**config.mk**
```make
export PLATFORM = sky130hd
export DESIGN_NAME = wake_router
export DESIGN_NICKNAME = d
export VERILOG_FILES = /design/src/rtl/wake_pkg.sv /design/src/rtl/wake_regs.sv /design/src/rtl/wake_route.sv /design/src/rtl/wake_router.sv
export SDC_FILE = /design/constraint.sdc
export NUM_CORES = 1
export LEC_CHECK = 0
export ABC_AREA = 1
export CAP_MARGIN = 20
export CORE_MARGIN = 3
export CORE_UTILIZATION = 45
export DETAILED_ROUTE_END_ITERATION = 8
export PLACE_DENSITY = 0.81
export SKIP_LAST_GASP = 1
export SYNTH_ARGS = -nofsm -noshare
export SYNTH_HDL_FRONTEND = slang
export SYNTH_SLANG_ARGS = --single-unit
```
**constraint.sdc**
```tcl
create_clock -name clk -period 2.6 [get_ports clk]
set_input_delay 0.26 -clock clk [delete_from_list [all_inputs] [get_ports clk]]
set_output_delay 0.26 -clock clk [all_outputs]
set_load 0.02 [all_outputs]
```
**src/rtl/wake_pkg.sv**
```systemverilog
package wake_pkg;
  // Byte offsets decoded by the register port
  localparam logic [7:0] OFS_ROUTE_MASK  = 8'h04;
  localparam logic [7:0] OFS_RSV_LO      = 8'h05;
  localparam logic [7:0] OFS_RSV_HI      = 8'h07;
  localparam logic [7:0] OFS_DIRECT_MASK = 8'h08;
  localparam logic [7:0] OFS_COMMAND     = 8'h0C;

  typedef struct packed {
    logic sci;
    logic por;
    logic onctl;
  } wake_out_t;
endpackage

```
**src/rtl/wake_regs.sv**
```systemverilog
module wake_regs
  import wake_pkg::*;
#(
  parameter int N_EVT  = 8,
  parameter int ADDR_W = 4
) (
  input  logic              clk,
  input  logic              rst,
  input  logic              wr_en,
  input  logic              rd_en,
  input  logic [ADDR_W-1:0] addr,
  input  logic [N_EVT-1:0]  wdata,
  input  logic              cmd_clr,
  output logic [N_EVT-1:0]  route_mask,
  output logic [N_EVT-1:0]  direct_mask,
  output logic              cmd_flag,
  output logic [N_EVT-1:0]  rdata
);
  localparam logic [ADDR_W-1:0] A_ROUTE  = ADDR_W'(OFS_ROUTE_MASK);
  localparam logic [ADDR_W-1:0] A_DIRECT = ADDR_W'(OFS_DIRECT_MASK);
  localparam logic [ADDR_W-1:0] A_CMD    = ADDR_W'(OFS_COMMAND);

  logic [N_EVT-1:0] cmd_val;
  logic             hit_route, hit_direct, hit_cmd;
  logic [N_EVT-1:0] rd_mux;

  assign hit_route  = (addr == A_ROUTE);
  assign hit_direct = (addr == A_DIRECT);
  assign hit_cmd    = (addr == A_CMD);

  always_ff @(posedge clk) begin
    if (rst) begin
      route_mask  <= '0;
      direct_mask <= '0;
      cmd_val     <= '0;
    end else if (wr_en) begin
      if (hit_route)  route_mask  <= wdata;
      if (hit_direct) direct_mask <= wdata;
      if (hit_cmd)    cmd_val     <= wdata;
    end
  end

  // Sticky flag: a write wins over a simultaneous clear
  always_ff @(posedge clk) begin
    if (rst)                    cmd_flag <= 1'b0;
    else if (wr_en && hit_cmd)  cmd_flag <= 1'b1;
    else if (cmd_clr)           cmd_flag <= 1'b0;
  end

  always_comb begin
    rd_mux = '0;
    if (hit_route)  rd_mux = route_mask;
    if (hit_direct) rd_mux = direct_mask;
    if (hit_cmd)    rd_mux = cmd_val;
  end

  always_ff @(posedge clk) begin
    if (rst)        rdata <= '0;
    else if (rd_en) rdata <= rd_mux;
  end
endmodule

```
**src/rtl/wake_route.sv**
```systemverilog
module wake_route #(
  parameter int N_EVT = 8
) (
  input  logic [N_EVT-1:0] status,
  input  logic [N_EVT-1:0] route_mask,
  input  logic [N_EVT-1:0] direct_mask,
  output logic             any_route,
  output logic             any_direct
);
  logic [N_EVT-1:0] route_term, direct_term;

  for (genvar i = 0; i < N_EVT; i++) begin : g_evt
    assign route_term[i]  = route_mask[i]  & status[i];
    assign direct_term[i] = direct_mask[i] & status[i];
  end

  assign any_route  = |route_term;
  assign any_direct = |direct_term;
endmodule

```
**src/rtl/wake_router.sv**
```systemverilog
module wake_router
  import wake_pkg::*;
#(
  parameter int N_EVT  = 8,
  parameter int ADDR_W = 4
) (
  input  logic              clk,
  input  logic              rst,
  input  logic              wr_en,
  input  logic              rd_en,
  input  logic [ADDR_W-1:0] addr,
  input  logic [N_EVT-1:0]  wdata,
  output logic [N_EVT-1:0]  rdata_o,
  input  logic [N_EVT-1:0]  evt_status,
  input  logic              sci_mode,
  input  logic              cmd_clr,
  output logic              sci_o,
  output logic              por_o,
  output logic              onctl_o,
  output logic              cmd_flag_o
);
  logic [N_EVT-1:0] route_mask, direct_mask;
  logic             cmd_flag, any_route, any_direct;
  wake_out_t        nxt, cur;

  wake_regs #(.N_EVT(N_EVT), .ADDR_W(ADDR_W)) regs_i (
    .clk(clk), .rst(rst), .wr_en(wr_en), .rd_en(rd_en), .addr(addr),
    .wdata(wdata), .cmd_clr(cmd_clr), .route_mask(route_mask),
    .direct_mask(direct_mask), .cmd_flag(cmd_flag), .rdata(rdata_o)
  );

  wake_route #(.N_EVT(N_EVT)) route_i (
    .status(evt_status), .route_mask(route_mask), .direct_mask(direct_mask),
    .any_route(any_route), .any_direct(any_direct)
  );

  always_comb begin
    nxt.sci   = any_route & sci_mode;
    nxt.por   = (any_route & ~sci_mode) | any_direct | cmd_flag;
    nxt.onctl = any_route;
  end

  always_ff @(posedge clk) begin
    if (rst) cur <= '0;
    else     cur <= nxt;
  end

  assign sci_o      = cur.sci;
  assign por_o      = cur.por;
  assign onctl_o    = cur.onctl;
  assign cmd_flag_o = cmd_flag;
endmodule

```
Word-level counts from Yosys, hierarchy flattened
Index checks and enable logic that the tools add are counted.

Register bits after elaboration: 36.

Equality and inequality tests: 3. Reductions and logical operators: 7. Bitwise logic cells: 21. Multiplexer cells: 5.

Operators with widths (number): 8-bit two-way mux (3); 1-bit AND (18); 8-bit OR reduction (2); 4-bit == test, second input constant (2); 2-bit AND reduction (3); 4-bit by 3-bit == test with 1-bit output, second input constant (1); 1-bit two-way mux (2); 1-bit bitwise OR (2); 2-bit nonzero test (1); 1-bit logical AND (1); 1-bit inverter (1).

Logic depth before layout (Yosys ltp)
Gate-level depths: netlist of run 1.

Word-level depth: 5. Mapped depth: 7. Depth with buffers taken out: 7.

Hierarchy
A second synthesis of run 1 with hierarchy kept.

Cells, all modules: 269. Area total of the unflattened synthesis: 1808.0 um^2.

Modules (own cells, without submodules): wake_regs (area each 1601.5 um^2, sequential area each 660.6 um^2, cells an instance 228, times used 1); wake_route (area each 112.6 um^2, sequential area each 0.0 um^2, cells an instance 30, times used 1); wake_router (area each 93.8 um^2, sequential area each 60.1 um^2, cells an instance 11, times used 1).

Worst setup path after synthesis of run 1
No wires, ideal clock.

Kind: input-to-reg. Start point: in addr[3]. End point: reg regs_i.route_mask[7]. Path slack: 1.509 ns. Buffers on the path: 1. Library setup time: 0.070 ns. Stages: 6. Data arrival time: 1.021 ns. Required time: 2.530 ns. Cell sequence: clkbuf_8 > nor2_4 > nand3_2 > clkinv_2 > nand2_1 > a21oi_1.

Word-level cells in the longest chain between the ends: 2.

Ends and longest elaborated chain: start: declaration (line wake_router.sv:11) `input logic [ADDR_W-1:0] addr,`; 4-bit by 3-bit == test with 1-bit output (line wake_regs.sv:27) `assign hit_route = (addr == A_ROUTE);`; 2-bit AND reduction (no source line); end signal: assignment (line wake_regs.sv:37) `if (hit_route) route_mask <= wdata;`; end: declaration (line wake_regs.sv:14) `output logic [N_EVT-1:0] route_mask,`.

No other way between the ends. A chain may end at the register's enable or synchronous reset.

Worst setup path after layout of run 1
Start point: in addr[1]. End point: reg regs_i.direct_mask[1].

Word-level cells in the longest chain between the ends: 2.

Ends and longest elaborated chain: 4-bit == test (line wake_regs.sv:28) `assign hit_direct = (addr == A_DIRECT);`; 2-bit AND reduction (no source line); end signal: assignment (line wake_regs.sv:38) `if (hit_direct) direct_mask <= wdata;`; end: declaration (line wake_regs.sv:15) `output logic [N_EVT-1:0] direct_mask,`.

No other way between the ends.

==> results of run 1 <==
registers in the layout, indices dropped and copies added (netlist names):
signal,count
por_o,1
onctl_o,1
regs_i.cmd_val,8
sci_o,1
regs_i.cmd_flag,1
regs_i.direct_mask,8
regs_i.route_mask,8
regs_i.rdata,8
Yosys cell counts, types with 2 or more instances:
master | instances | share of area
a21oi_1 | 27 | 0.080
buf_2 | 2 | 0.0059
buf_4 | 2 | 0.0088
clkbuf_1 | 3 | 0.0066
dfxtp_1 | 36 | 0.42
inv_1 | 23 | 0.051
nand2_1 | 85 | 0.19
nand3_1 | 27 | 0.080
nor2_1 | 12 | 0.027
nor2_4 | 3 | 0.020
nor3_1 | 8 | 0.024
o21ai_0 | 15 | 0.044
worst max-delay path, delay by kind of cell:
family                 cells  cell delay (ps)
AND/OR/NAND/NOR            4              990
buffers and inverters      1              490
AO/OA/AOI/OAI              1              100
per-stage QoR:
step | setup WS (ps) | instances | hold WS, ps | power, W
detailed placement | 703 | 329 | 454 | 0.000734
CTS | 998 | 337 | 464 | 0.00113
global placement | 738 | 329 | 448 | 0.000732
finish | 969 | 337 | 460 | 0.00112
global route | 783 | 337 | 490 | 0.00117
floorplan | 1510 | 250 | 394 | 0.000656
final timing paths:
path | start | cells after the start | to
min reg2reg | regs_i.cmd_val[2] | 2 | regs_i.cmd_val[2]
max | addr[1] | 6 | regs_i.direct_mask[1]
max reg2reg | regs_i.route_mask[0] | 6 | por_o
min | regs_i.cmd_val[2] | 2 | regs_i.cmd_val[2]
report_power, final:
part           internal (W)  total (W)  switching [W]
clock              0.000216   0.000400       0.000184
sequential         0.000565   0.000573     0.00000754
combinational     0.0000684   0.000150      0.0000811
total              0.000850    0.00112       0.000273
layout make-up:
class,instances,area share
inverter,26,0.0450
timing repair buffer,41,0.182
sequential,36,0.328
tap,46,0.0262
multi-input combinational,180,0.377
clock buffer,8,0.0410
kinds of logic (layout without fill, tap and decap cells):
logic type             Yosys count  count (layout)
AND/OR/NAND/NOR                138             138
flip-flops                      36              36
buffers and inverters           34              75
AO/OA/AOI/OAI                   42              42
routing by layer:
| metal | up-vias | GRT usage | routed length, um | part of all wire |
|---|---|---|---|---|
| met5 | - | 0 | 0 | 0 |
| met4 | 0 | 0.0861 | 63 | 0.015 |
| met3 | 7 | 0.0682 | 284 | 0.068 |
| met2 | 44 | 0.336 | 1970 | 0.47 |
| met1 | 783 | 0.263 | 1830 | 0.44 |
| li1 | 886 | - | - | - |
==> metrics.txt, run 1 <==
maxcap violations=0; vias=1,720; final instance area=approximately 2200 um^2; routed len/inst=about 12 um; die width=about 67 um; Routed WL=between 4000 and 5000 um; GR Overflow Total=0; Setup Fix Bufs, Post-CTS=0; synthesized area=1700 um^2; critical path arrival=between 1500 and 2000 ps; Critical Path Source Type=primary input; initial antenna violation count=0; CP Class=primary input to flip-flop; Post-synth EDFFs=0; Core Box Area=about 3500 um^2; port bufs=37; area grow syn2layout=29.4%; most frequent cells in the layout=85 x nand2_1, 37 x clkdlybuf4s50_1, 36 x dfxtp_1, 27 x nand3_1, 27 x a21oi_1; Cell Pwr Density=~510 nW/um^2; GRT Util Overall=0.211; clk sinks=36; CP max stage delay=around 490 ps; DR pass1 iterations=4; Register Area=between 700 and 800 um^2; worst-path maximum fanout=19; Syn Inst Count=between 200 and 300; worst-case vdd ir drop=about 0.00038 V; final core utilization=0.628; die height=approximately 67 um; final hold vios=0; average vias per placed instance=~5.1; GP Congestion=approximately 0.9; setup tns final=0 ps; Leakage=~0.87 nW; Setup Viol. Count Final=0; layout cells sized above 1=0.0619; CTS root buf=clkbuf_8; Clk pin slew, worst setup/hold paths=about 60 ps; fillers=around 350; post-DP HPWL=between 3000 and 4000 um; Final nets=316; Yosys Warn Count=0; Residual DRC=0; Worst path slowest cell=clkdlybuf4s50_1; fin crit period=about 1600 ps; average cell area after synthesis=6.79 um^2; diode count=0; first-pass GRT wire length=7080 um; post-synthesis sequential area ratio=0.425; area of the multi-input gates=roughly 830 um^2; H-Tree Depth=2; largest family of logic cells by synthesized area=simple AND/OR/NAND/NOR gates; Post-Synth Simple-Gate Area=0.364; largest net degree at the start of global routing=20; Initial Utilization=0.485; vias in the first global route=1,588; # rows=21; total CTS buffers=5; starting DRC count in detailed routing=around 130; Min-Delay Path Class=flip-flop to flip-flop; I/O Pins=38; clock buffer depth=2; full die area=between 4000 and 5000 um^2; number of synthesized register bits=36; xor/xnor share of the synthesized area=0; Slew Viols, Final=0; FF-to-FF setup slack=approximately 1700 ps; unrepaired setup endpoints after global routing=false; Synth Area in Adders=0; Yosys cell types=19; status=finished, final reports clean; Post-Syn Nets=276; post-CTS resize count=0; relative slew slack=0.678; CTS Hold Buffers Added=0; Cell Chain, Critical Path=clkdlybuf4s50_1 > nor2_4 > nand3_4 > nor2_4 > o21ai_0 > nor2_1; compound-cell area share of the yosys netlist=0.124; CP required=~2800 ps; Setup Skew=~4.9 ps; Setup crit end kind=flip-flop; ratio of final minimum period to clock period=0.627; worst skew pair latency=roughly 280 ps; placed inst area=2100 um^2; most common cell after layout, fill and taps aside=nand2_1; antenna violation net count after detailed routing=0; CTS tree=built; worst-margin pin slew=around 480 ps; ys async rst share=0; fraction of synthesized area in multiplexers=0; ys flop type=dfxtp_1; fmax=~610 MHz; CP dominant cell by count=nor2_4
No activity file was read; power rests on OpenSTA's default activity.
==> inputs of run 2 (changes only) <==
Clock period 2.6 ns to 1.7 ns, I/O delays scaled along.
==> run 2 against run 1 <==
Register-to-register slack worse by 870 ps. Via count up 0.23%. Highest routed layer unchanged. First-iteration DRC count down 30%. Largest cell class unchanged. Worst hold slack worse by 35 ps.
==> metrics.txt, run 2 (same netlist as run 1, synthesis figures left out) <==
diode count=0; CP Class=flip-flop to output port; worst-path maximum fanout=3; most frequent cells in the layout=85 x nand2_1, 37 x clkdlybuf4s50_1, 36 x dfxtp_1, 27 x nand3_1, 27 x a21oi_1; vias in the first global route=~1,600; Slew Viols, Final=0; top sig layer=met4; Clk pin slew, worst setup/hold paths=approximately 70 ps; Setup Fix Bufs, Post-CTS=0; initial antenna violation count=0; fillers=roughly 320; fin crit period=about 1500 ps; Core Box Area=3490 um^2; Worst path slowest cell=clkdlybuf4s50_1; CTS tree=built; worst skew pair latency=just under 300 ps; Min-Delay Path Class=primary input to flip-flop; Cell Pwr Density=782 nW/um^2; GRT Util Overall=0.201; # rows=21; CTS Hold Buffers Added=0; CP max stage delay=630 ps; HP Start=sci_mode; maxcap violations=0; Worst Setup SP=regs_i.cmd_flag; Routed WL=4130 um; r2r startpoint=regs_i.direct_mask[0]; worst-margin pin slew=between 400 and 500 ps; layout cells sized above 1=0.0751; area of the multi-input gates=roughly 830 um^2; first-pass GRT wire length=slightly below 7000 um; worst-case vdd ir drop=approximately 0.00047 V; critical path arrival=approximately 1300 ps; Tot Pwr=~0.0017 W; clock buffer depth=2; Final nets=roughly 320; port bufs=37; Leakage=approximately 0.89 nW; CTS root buf=clkbuf_8; vias=roughly 1,700; post-DP HPWL=just over 3000 um; area grow syn2layout=30.4%; die width=roughly 67 um; I/O Pins=38; CP delay by family, top=buffers and inverters; unrepaired setup endpoints after global routing=false; Residual DRC=0; Critical Path Source Type=flip-flop; Setup crit end kind=output port; status=finished, final reports clean; met1 WL=about 1800 um; total CTS buffers=5; Initial Utilization=0.485; setup tns final=0 ps; final hold vios=0; ratio of final minimum period to clock period=0.875; Met3 Wirelength=240 um; Setup Viol. Count Final=0; met2 wire len=1990 um; DR pass1 iterations=4; antenna violation net count after detailed routing=0; most common cell after layout, fill and taps aside=nand2_1; GP Congestion=between 0.8 and 0.9; clk sinks=36; fmax=roughly 670 MHz; Cell Chain, Critical Path=clkdlybuf4s50_1; largest net degree at the start of global routing=19; post-CTS resize count=0; Setup Skew=roughly 5.0 ps; GR Overflow Total=0; average vias per placed instance=~5.1; routed len/inst=12.2 um; H-Tree Depth=2; full die area=4540 um^2; CP bufs+invs=1; CP required=approximately 1500 ps; relative slew slack=0.671; Register Area=between 700 and 800 um^2; die height=slightly below 70 um; starting DRC count in detailed routing=89
run 2: cell types whose count changed in the layout (fill, tap and decap cells not counted), sizes merged:
cell and change:
clkinv +2, clkbuf -2, buf +2
run 2: worst paths after layout:
| kind | cells after the start | slack [ps] | endpoint |
|---|---|---|---|
| hold reg to reg | 2 | 460 | regs_i.cmd_val[1] |
| setup reg to reg | 6 | 830 | por_o |
| setup / recovery | 1 | 210 | cmd_flag_o |
| hold / removal | 3 | 420 | sci_o |
run 2: cell type report:
cell class,instances,share of cell area
Clock inverter,2,0.00452
Clock buffer,6,0.0373
Tap cell,46,0.0260
Inverter,26,0.0447
Multi-Input combinational cell,180,0.374
Timing Repair Buffer,43,0.188
Sequential cell,36,0.326
run 2: tightest hold or removal path: cells and delay by family:
kind | cells | cell delay (ps)
simple gates | 1 | 40
buf+inv | 2 | 460
run 2: where the power goes:
group | internal (W) | leakage [nW] | total, W | switching (W)
clock | 0.000323 | 0.0510 | 0.000623 | 0.000301
combinational | 0.000108 | 0.546 | 0.000231 | 0.000123
sequential | 0.000865 | 0.292 | 0.000876 | 0.0000113
run 2: through the flow:
step / instances / worst slack, ps / instance area, um^2 / hold slack [ps] / util
global route: 339 / 167 / 2210 / 433 / 0.633
floorplan: 250 / 699 / 1700 / 304 / -
global placement: 331 / 141 / 2120 / 450 / 0.607
finish: 339 / 213 / 2210 / 424 / 0.633
detailed placement: 331 / 112 / 2120 / 454 / 0.607
CTS: 339 / 200 / 2210 / 420 / 0.633
run 2: metal layers:
layer / vias to the layer above / track usage
met5: - / 0
met4: 0 / 0.0835
met3: 8 / 0.0582
met2: 47 / 0.331
met1: 781 / 0.245
li1: 888 / -
